===== src/rtl/oq_pkg.sv =====
package oq_pkg;
  typedef enum logic [1:0] {
    EXIT_NONE   = 2'd0,
    EXIT_HEAD   = 2'd1,
    EXIT_SHADOW = 2'd2
  } exit_src_e;
endpackage


===== src/rtl/oq_store.sv =====
module oq_store #(
  parameter int DATA_W = 16,
  parameter int DEPTH  = 8,
  parameter int INST_W = 8
) (
  input  logic              clk_i,
  input  logic              rst_ni,
  input  logic              clear_i,
  input  logic              push_i,
  input  logic [DATA_W-1:0] push_data_i,
  input  logic              pop_i,
  output logic              full_o,
  output logic              empty_o,
  output logic              head_ready_o,
  output logic [DATA_W-1:0] head_data_o,
  output logic [INST_W-1:0] head_inst_o
);
  localparam int AW = (DEPTH > 1) ? $clog2(DEPTH) : 1;
  localparam int CW = $clog2(DEPTH + 1);

  logic [DATA_W-1:0] data_q [DEPTH];
  logic [INST_W-1:0] inst_q [DEPTH];
  logic [DEPTH-1:0]  rdy_q;
  logic [AW-1:0]     head_q, tail_q;
  logic [CW-1:0]     cnt_q;
  logic [INST_W-1:0] next_inst_q;

  function automatic logic [AW-1:0] nxt(input logic [AW-1:0] idx);
    return (idx == AW'(DEPTH - 1)) ? '0 : idx + AW'(1);
  endfunction

  assign full_o       = (cnt_q == CW'(DEPTH));
  assign empty_o      = (cnt_q == '0);
  assign head_ready_o = !empty_o && rdy_q[head_q];
  assign head_data_o  = data_q[head_q];
  assign head_inst_o  = inst_q[head_q];

  always_ff @(posedge clk_i or negedge rst_ni) begin
    if (!rst_ni) begin
      head_q      <= '0;
      tail_q      <= '0;
      cnt_q       <= '0;
      rdy_q       <= '0;
      next_inst_q <= INST_W'(1);
    end else if (clear_i) begin
      head_q      <= '0;
      tail_q      <= '0;
      cnt_q       <= '0;
      rdy_q       <= '0;
      next_inst_q <= INST_W'(1);
    end else begin
      if (push_i) begin
        rdy_q[tail_q] <= 1'b1;
        tail_q        <= nxt(tail_q);
        next_inst_q   <= next_inst_q + INST_W'(1);
      end
      if (pop_i) begin
        rdy_q[head_q] <= 1'b0;
        head_q        <= nxt(head_q);
      end
      case ({push_i, pop_i})
        2'b10:   cnt_q <= cnt_q + CW'(1);
        2'b01:   cnt_q <= cnt_q - CW'(1);
        default: cnt_q <= cnt_q;
      endcase
    end
  end

  // payload carries no reset; validity lives in rdy_q
  always_ff @(posedge clk_i) begin
    if (push_i && !clear_i) begin
      data_q[tail_q] <= push_data_i;
      inst_q[tail_q] <= next_inst_q;
    end
  end

  AST_NO_OVERFLOW: assert property (@(posedge clk_i) disable iff (!rst_ni)
    push_i |-> !full_o);
  AST_POP_NONEMPTY: assert property (@(posedge clk_i) disable iff (!rst_ni)
    pop_i |-> !empty_o);
  AST_INST_SEQ: assert property (@(posedge clk_i) disable iff (!rst_ni)
    (pop_i && !clear_i && cnt_q > CW'(1)) |=> head_inst_o == $past(head_inst_o) + INST_W'(1));
endmodule


===== src/rtl/oq_readers.sv =====
module oq_readers #(
  parameter int NUM_RD = 3,
  parameter int INST_W = 8,
  parameter int RD_CW  = 2
) (
  input  logic              clk_i,
  input  logic              rst_ni,
  input  logic              load_i,
  input  logic              clear_i,
  input  logic [RD_CW-1:0]  max_rd_i,
  input  logic [NUM_RD-1:0] rd_req_i,
  input  logic              head_ok_i,
  input  logic [INST_W-1:0] head_inst_i,
  output logic [NUM_RD-1:0] grant_o,
  output logic              pop_o
);
  logic [INST_W-1:0] ptr_q [NUM_RD];
  logic [RD_CW-1:0]  max_q, left_q, ngrant;

  for (genvar r = 0; r < NUM_RD; r++) begin : g_rd
    assign grant_o[r] = rd_req_i[r] && head_ok_i && (head_inst_i == ptr_q[r]);

    always_ff @(posedge clk_i or negedge rst_ni) begin
      if (!rst_ni)                ptr_q[r] <= INST_W'(1);
      else if (load_i || clear_i) ptr_q[r] <= INST_W'(1);
      else if (grant_o[r])        ptr_q[r] <= ptr_q[r] + INST_W'(1);
    end

    AST_ONE_READ_PER_INST: assert property (@(posedge clk_i) disable iff (!rst_ni)
      (grant_o[r] && !pop_o && !load_i && !clear_i) |=> !grant_o[r]);
  end

  always_comb begin
    ngrant = '0;
    for (int r = 0; r < NUM_RD; r++) ngrant = ngrant + RD_CW'(grant_o[r]);
  end

  assign pop_o = (ngrant != '0) && (ngrant >= left_q);

  always_ff @(posedge clk_i or negedge rst_ni) begin
    if (!rst_ni) begin
      max_q  <= '0;
      left_q <= '0;
    end else if (load_i) begin
      max_q  <= max_rd_i;
      left_q <= max_rd_i;
    end else if (!clear_i) begin
      if (pop_o) left_q <= max_q;
      else       left_q <= left_q - ngrant;
    end
  end

  AST_LEFT_BOUND: assert property (@(posedge clk_i) disable iff (!rst_ni)
    (pop_o && !load_i && !clear_i) |=> left_q == max_q);
endmodule


===== src/rtl/oq_exit.sv =====
module oq_exit
  import oq_pkg::*;
#(
  parameter int DATA_W   = 16,
  parameter int INST_W   = 8,
  parameter int SHADOW_D = 4
) (
  input  logic              clk_i,
  input  logic              rst_ni,
  input  logic              clear_i,
  input  logic              limit_valid_i,
  input  logic [INST_W-1:0] limit_i,
  input  logic              head_valid_i,
  input  logic [INST_W-1:0] head_inst_i,
  input  logic [DATA_W-1:0] head_data_i,
  input  logic              pop_i,
  output logic              exit_valid_o,
  output logic [DATA_W-1:0] exit_data_o
);
  localparam int SW = (SHADOW_D > 1) ? $clog2(SHADOW_D) : 1;

  logic [DATA_W-1:0]   sh_data_q [SHADOW_D];
  logic [INST_W-1:0]   sh_inst_q [SHADOW_D];
  logic [SHADOW_D-1:0] sh_vld_q;
  logic                pend_q;
  logic [INST_W-1:0]   lim_q;
  logic                pend;
  logic [INST_W-1:0]   lim;
  logic [SW-1:0]       lim_idx, wr_idx;
  exit_src_e           src;

  assign pend    = pend_q || (limit_valid_i && !exit_valid_o);
  assign lim     = pend_q ? lim_q : limit_i;
  assign lim_idx = lim[SW-1:0];
  assign wr_idx  = head_inst_i[SW-1:0];

  always_comb begin
    src = EXIT_NONE;
    if (pend) begin
      if (head_valid_i && head_inst_i == lim)                 src = EXIT_HEAD;
      else if (sh_vld_q[lim_idx] && sh_inst_q[lim_idx] == lim) src = EXIT_SHADOW;
    end
  end

  always_ff @(posedge clk_i or negedge rst_ni) begin
    if (!rst_ni) begin
      pend_q       <= 1'b0;
      lim_q        <= '0;
      exit_valid_o <= 1'b0;
      exit_data_o  <= '0;
      sh_vld_q     <= '0;
    end else if (clear_i) begin
      pend_q       <= 1'b0;
      lim_q        <= '0;
      exit_valid_o <= 1'b0;
      exit_data_o  <= '0;
      sh_vld_q     <= '0;
    end else begin
      pend_q <= pend && (src == EXIT_NONE);
      if (pend) lim_q <= lim;
      if (src != EXIT_NONE) begin
        exit_valid_o <= 1'b1;
        exit_data_o  <= (src == EXIT_HEAD) ? head_data_i : sh_data_q[lim_idx];
      end
      if (pop_i) sh_vld_q[wr_idx] <= 1'b1;
    end
  end

  always_ff @(posedge clk_i) begin
    if (pop_i && !clear_i) begin
      sh_data_q[wr_idx] <= head_data_i;
      sh_inst_q[wr_idx] <= head_inst_i;
    end
  end

  AST_EXIT_HOLD: assert property (@(posedge clk_i) disable iff (!rst_ni)
    (exit_valid_o && !clear_i) |=> (exit_valid_o && $stable(exit_data_o)));
  AST_EXIT_ONCE: assert property (@(posedge clk_i) disable iff (!rst_ni)
    exit_valid_o |-> !pend_q);
endmodule


===== src/rtl/operand_queue.sv =====
module operand_queue #(
  parameter int DATA_W   = 16,
  parameter int DEPTH    = 8,
  parameter int NUM_RD   = 3,
  parameter int INST_W   = 8,
  parameter int SHADOW_D = 4
) (
  input  logic                         clk_i,
  input  logic                         rst_ni,
  input  logic                         setup_i,
  input  logic [$clog2(NUM_RD+1)-1:0]  cfg_readers_i,
  input  logic                         release_i,
  input  logic                         wr_valid_i,
  input  logic [DATA_W-1:0]            wr_data_i,
  output logic                         wr_ready_o,
  input  logic [NUM_RD-1:0]            rd_req_i,
  output logic [NUM_RD-1:0]            rd_grant_o,
  output logic [DATA_W-1:0]            rd_data_o,
  input  logic                         limit_valid_i,
  input  logic [INST_W-1:0]            limit_i,
  output logic                         exit_valid_o,
  output logic [DATA_W-1:0]            exit_data_o
);
  localparam int RD_CW = $clog2(NUM_RD + 1);

  logic              active_q, clear, push, pop, full, empty, head_ready;
  logic [INST_W-1:0] head_inst;
  logic [DATA_W-1:0] head_data;

  assign clear      = setup_i || release_i;
  assign wr_ready_o = active_q && !clear && !full;
  assign push       = wr_valid_i && wr_ready_o;
  assign rd_data_o  = head_data;

  always_ff @(posedge clk_i or negedge rst_ni) begin
    if (!rst_ni)        active_q <= 1'b0;
    else if (setup_i)   active_q <= 1'b1;
    else if (release_i) active_q <= 1'b0;
  end

  oq_store #(.DATA_W(DATA_W), .DEPTH(DEPTH), .INST_W(INST_W)) u_store (
    .clk_i, .rst_ni,
    .clear_i      (clear),
    .push_i       (push),
    .push_data_i  (wr_data_i),
    .pop_i        (pop),
    .full_o       (full),
    .empty_o      (empty),
    .head_ready_o (head_ready),
    .head_data_o  (head_data),
    .head_inst_o  (head_inst)
  );

  oq_readers #(.NUM_RD(NUM_RD), .INST_W(INST_W), .RD_CW(RD_CW)) u_readers (
    .clk_i, .rst_ni,
    .load_i      (setup_i),
    .clear_i     (release_i),
    .max_rd_i    (cfg_readers_i),
    .rd_req_i    (rd_req_i),
    .head_ok_i   (active_q && !clear && head_ready),
    .head_inst_i (head_inst),
    .grant_o     (rd_grant_o),
    .pop_o       (pop)
  );

  oq_exit #(.DATA_W(DATA_W), .INST_W(INST_W), .SHADOW_D(SHADOW_D)) u_exit (
    .clk_i, .rst_ni,
    .clear_i       (clear),
    .limit_valid_i (limit_valid_i),
    .limit_i       (limit_i),
    .head_valid_i  (!empty),
    .head_inst_i   (head_inst),
    .head_data_i   (head_data),
    .pop_i         (pop),
    .exit_valid_o  (exit_valid_o),
    .exit_data_o   (exit_data_o)
  );

  AST_IDLE_NO_GRANT: assert property (@(posedge clk_i) disable iff (!rst_ni)
    !active_q |-> (rd_grant_o == '0 && !wr_ready_o));
  AST_FULL_BLOCKS: assert property (@(posedge clk_i) disable iff (!rst_ni)
    full |-> !wr_ready_o);
endmodule


===== config.mk =====
export PLATFORM = sky130hd
export DESIGN_NAME = operand_queue
export DESIGN_NICKNAME = d
export VERILOG_FILES = /design/src/rtl/oq_pkg.sv /design/src/rtl/oq_store.sv /design/src/rtl/oq_readers.sv /design/src/rtl/oq_exit.sv /design/src/rtl/operand_queue.sv
export SDC_FILE = /design/constraint.sdc
export NUM_CORES = 1
export LEC_CHECK = 0
export BUFFER_PORTS_ARGS = -buffer_cell sky130_fd_sc_hd__buf_2
export CAP_MARGIN = 10
export CORE_ASPECT_RATIO = 0.7
export CORE_MARGIN = 2
export CORE_UTILIZATION = 55
export CTS_BUF_LIST = sky130_fd_sc_hd__clkbuf_4 sky130_fd_sc_hd__clkbuf_8
export CTS_CLUSTER_DIAMETER = 120
export DETAILED_ROUTE_END_ITERATION = 8
export GPL_TIMING_DRIVEN = 0
export PLACE_DENSITY = 0.78
export RECOVER_POWER = 25
export SLEW_MARGIN = 30
export SYNTH_ARGS = -nofsm -noshare
export SYNTH_HDL_FRONTEND = slang
export SYNTH_SLANG_ARGS = --single-unit

===== constraint.sdc =====
create_clock -name clk_i -period 5.05 [get_ports clk_i]
set_clock_uncertainty 0.1 [all_clocks]
set_input_delay 1.2625 -clock clk_i [delete_from_list [all_inputs] [get_ports clk_i]]
set_output_delay 1.2625 -clock clk_i [all_outputs]
set_load 0.01 [all_outputs]

==> flow_metrics.env <==
export IMPL_vias=10670
export IMPL_grt_util_all_layers_pct=25.15
export IMPL_r2r_start="u_store.head_q[1]$_DFFE_PN0P_"
export IMPL_num_rows=52
export IMPL_multiInputGateArea_um2=5353
export IMPL_busiest_layer="met2"
export IMPL_stdcell_area_um2=19050
export IMPL_antenna_diode_count=0
export IMPL_yosysSeqAreaShare_pct=66.04
export IMPL_dieArea_um2=31100
export IMPL_numCtsBuffers=53
export IMPL_hold_class="flop to flop"
export IMPL_root_buffer="clkbuf_8"
export IMPL_stdcell_count=1725
export IMPL_postCtsHoldBufs=0
export IMPL_critPathLaunchType="flop"
export IMPL_ys_warn_count=0
export IMPL_hold_ws_ns=0.3955
export IMPL_antenna_found_initial=0
export IMPL_clock_sinks=373
export IMPL_cts_tree="yes"
export IMPL_critPathMaxFanout=5
export IMPL_vias_per_cell=6.184
export IMPL_ys_ff_latch=373
export IMPL_avgSynthCellArea_um2=14.61
export IMPL_combPwrFrac_pct=4.3
export IMPL_drcViolationCount=0
export IMPL_grt_pass1_wl_um=59500
export IMPL_p_per_area_nw_per_um2=308.6
export IMPL_worst_ep_required_time_ns=5.41
export IMPL_max_freq_mhz=202.4
export IMPL_placed_cell_area_um2=17600
export IMPL_initial_utilization_pct=56.26
export IMPL_met3_usage_pct=4.688
export IMPL_wl_per_cell_um=22.68
export IMPL_drv_slew=47
export IMPL_n_fill_cell=1991
export IMPL_tns_ns=0
export IMPL_r2r_slack_ns=0.11
export IMPL_overflow=0
export IMPL_grt_use_met1_pct=37.32
export IMPL_crit_start="u_store.head_q[1]$_DFFE_PN0P_"
export IMPL_cp_arrival_ns=5.30
export IMPL_clkTransAtPathRegs_ns=0.07
export IMPL_synthFlopType="edfxtp_1"
export IMPL_synth_fp_nets=1166
export IMPL_final_setup_viol_count=0
export IMPL_core_um2=29020
export IMPL_power_mw=5.879
export IMPL_drt_iter0_drc=1289
export IMPL_p_leak_nw=6.840
export IMPL_critPathKind="flop to flop"
export IMPL_irDropWorstVdd_uv=199.0
export IMPL_power_internal_mw=4.581
export IMPL_failed_checks="max-capacitance violations, max-slew violations"
export IMPL_maxCapViolations=1
export IMPL_grt_pass1_vias=10580
export IMPL_clockBufferDepth=3
export IMPL_drive_above_1_share_pct=25.76
export IMPL_synth_edf_count=288
export IMPL_power_frac_seq_pct=56.4
export IMPL_fin_crit_sh_pct=97.84
export IMPL_synthCells=1117
export IMPL_hold_viol=0
export IMPL_fin_nets=1358
export IMPL_slew_headroom_pct=-79.62
export IMPL_dp_slack_ns=-1.400
export IMPL_async_reset_ff_share_pct=22.79
export IMPL_reg2reg_depth=20
export IMPL_htree_levels=2
export IMPL_status="finished with violations"
export IMPL_routed_wl_um=39120
export IMPL_die_x_um=209.9
export IMPL_tightestPinTransition_ns=2.694
export IMPL_antenna_left=0
export IMPL_synth_distinct_cells=66
export IMPL_use_met2_pct=38.74
export IMPL_fp_dieH_um=148.1
export IMPL_fin_ws_ns=0.1088
export IMPL_areaGrowthSynthToFinish_pct=16.69
export IMPL_io_buffers=71
export IMPL_synth_area_um2=16320
export IMPL_final_cell_mix="288 x edfxtp_1, 128 x nand2_1, 80 x dfrtp_1"
export IMPL_fin_crit_ns=4.941
export IMPL_r2r_end="u_store.cnt_q[3]$_DFFE_PN0P_"
export IMPL_switchingPower_mw=1.297
export IMPL_dp_cells=1603
export IMPL_p_sw_share_pct=22.06
export IMPL_ioPinCount=72
export IMPL_dp_hpwl_um=26420
export IMPL_post_route_util_pct=65.65
export IMPL_grt_max_degree=48
export IMPL_end_kind="flop"
export IMPL_ff_latch_area_um2=10780
export IMPL_pwr_share_clk_pct=39.3
export IMPL_dr_pass1_iters=5
export IMPL_place_congestion=0.8464
export IMPL_cp_endpoint="u_store.cnt_q[3]$_DFFE_PN0P_"
export IMPL_final_common_cell="edfxtp_1"
export IMPL_clock_latency_ns=0.61
[critical path, cell delays in order (launching register included)]
cell	delay [ns]
dfrtp_2	0.46
clkbuf_16	0.20
mux4_2	0.54
mux2i_4	0.19
buf_12	0.16
xor2_1	0.16
nand4_1	0.12
or4_4	0.47
fa_2	0.59
inv_1	0.06
ha_2	0.18
fa_2	0.37
a21oi_4	0.16
a21oi_4	0.06
nand2_2	0.09
inv_2	0.07
ha_4	0.23
o21a_1	0.11
o32ai_2	0.28
xnor2_1	0.15
nor2_1	0.05
[worst min path at each step]
| stage | from | endpoint | slack [ns] | cells after the start |
|---|---|---|---|---|
| floorplan | u_exit.sh_vld_q[0]$_DFFE_PN0P_ | u_exit.sh_vld_q[0]$_DFFE_PN0P_ | 0.35 | 1 |
| global placement | u_exit.sh_vld_q[0]$_DFFE_PN0P_ | u_exit.sh_vld_q[0]$_DFFE_PN0P_ | 0.36 | 1 |
| detailed placement | u_exit.sh_vld_q[3]$_DFFE_PN0P_ | u_exit.sh_vld_q[3]$_DFFE_PN0P_ | 0.37 | 1 |
| CTS | u_exit.sh_vld_q[3]$_DFFE_PN0P_ | u_exit.sh_vld_q[3]$_DFFE_PN0P_ | 0.39 | 1 |
| global route | u_exit.sh_vld_q[0]$_DFFE_PN0P_ | u_exit.sh_vld_q[0]$_DFFE_PN0P_ | 0.40 | 1 |
| finish | u_exit.sh_vld_q[0]$_DFFE_PN0P_ | u_exit.sh_vld_q[0]$_DFFE_PN0P_ | 0.40 | 1 |
[Yosys cell counts, types with 5 or more instances]
cell | count | area share [%]
clkbuf_1 | 33 | 0.76
nor2_1 | 38 | 0.87
buf_2 | 11 | 0.34
a311oi_1 | 17 | 0.91
or4_1 | 5 | 0.23
edfxtp_1 | 288 | 53
and3_1 | 24 | 0.92
ha_1 | 12 | 0.92
o211ai_1 | 35 | 1.6
a21oi_1 | 29 | 0.89
or3_1 | 14 | 0.54
nand3_1 | 25 | 0.77
o21ai_0 | 17 | 0.52
dfrtp_1 | 81 | 12
buf_1 | 12 | 0.28
mux2i_4 | 5 | 0.69
a211oi_1 | 13 | 0.60
xor2_1 | 23 | 1.2
inv_1 | 25 | 0.57
nor4_1 | 5 | 0.19
o2bb2a_1 | 16 | 0.98
nand4_1 | 30 | 1.1
xnor2_1 | 21 | 1.1
nor3_1 | 11 | 0.34
o221a_2 | 8 | 0.55
nand2b_1 | 7 | 0.27
a21o_1 | 7 | 0.32
mux4_2 | 42 | 5.8
nand2_1 | 129 | 3.0
mux2_2 | 24 | 1.7
mux2i_1 | 41 | 2.5
[logic make-up after synthesis]
family                     Yosys count  share of synthesized area (%)
DFF                                373                          66.04
muxes                              113                          10.75
xor gates and xnor gates            44                          2.361
buffers and inverters               88                          2.407
AOI/OAI and AO/OA                  175                          7.994
adders and majority gates           14                          1.165
and+or+nand+nor                    310                          9.289
[flip-flops by register name, indices dropped and copies added, names as in the netlist, 3 cells and up]
register             flops
u_store.data_q         128
u_store.tail_q           3
u_store.inst_q          64
u_store.next_inst_q      8
u_exit.sh_vld_q          4
u_readers.ptr_q         24
u_store.rdy_q            8
u_exit.sh_data_q        64
u_exit.exit_data_o      16
u_store.head_q           3
u_store.cnt_q            4
u_exit.lim_q             8
u_exit.sh_inst_q        32
[power groups by stage]
stage               sequential, mW  combinational (mW)  clock (mW)
detailed placement            3.38               0.242           0
floorplan                     3.38               0.137           0
global route                  3.32               0.277        2.48
finish                        3.32               0.253        2.31
CTS                           3.32               0.249        2.35
global placement              3.38               0.229           0
[routing by layer]
| metal | vias up | wire, µm |
|---|---|---|
| li1 | 4715 | - |
| met1 | 5350 | 16840 |
| met2 | 534 | 17920 |
| met3 | 68 | 3614 |
| met4 | 0 | 743 |
| met5 | - | 0 |
[timing repair]
item | CTS | global route
pin swaps | 4 | 11
gates resized for setup | 18 | 22
gates cloned | 0 | 1
setup buffers | 17 | 12
endpoints found under the setup margin | 120 | 105
[area by class of cell]
class	count	share of cell area [%]
Buffer	62	1.760
Clock buffer	68	4.420
Clock inverter	25	0.8998
Inverter	25	0.4926
Multi-Input combinational cell	656	28.10
Sequential cell	373	56.60
Tap cell	378	2.483
Timing Repair Buffer	138	5.248
(Power assumes the default switching activity.)
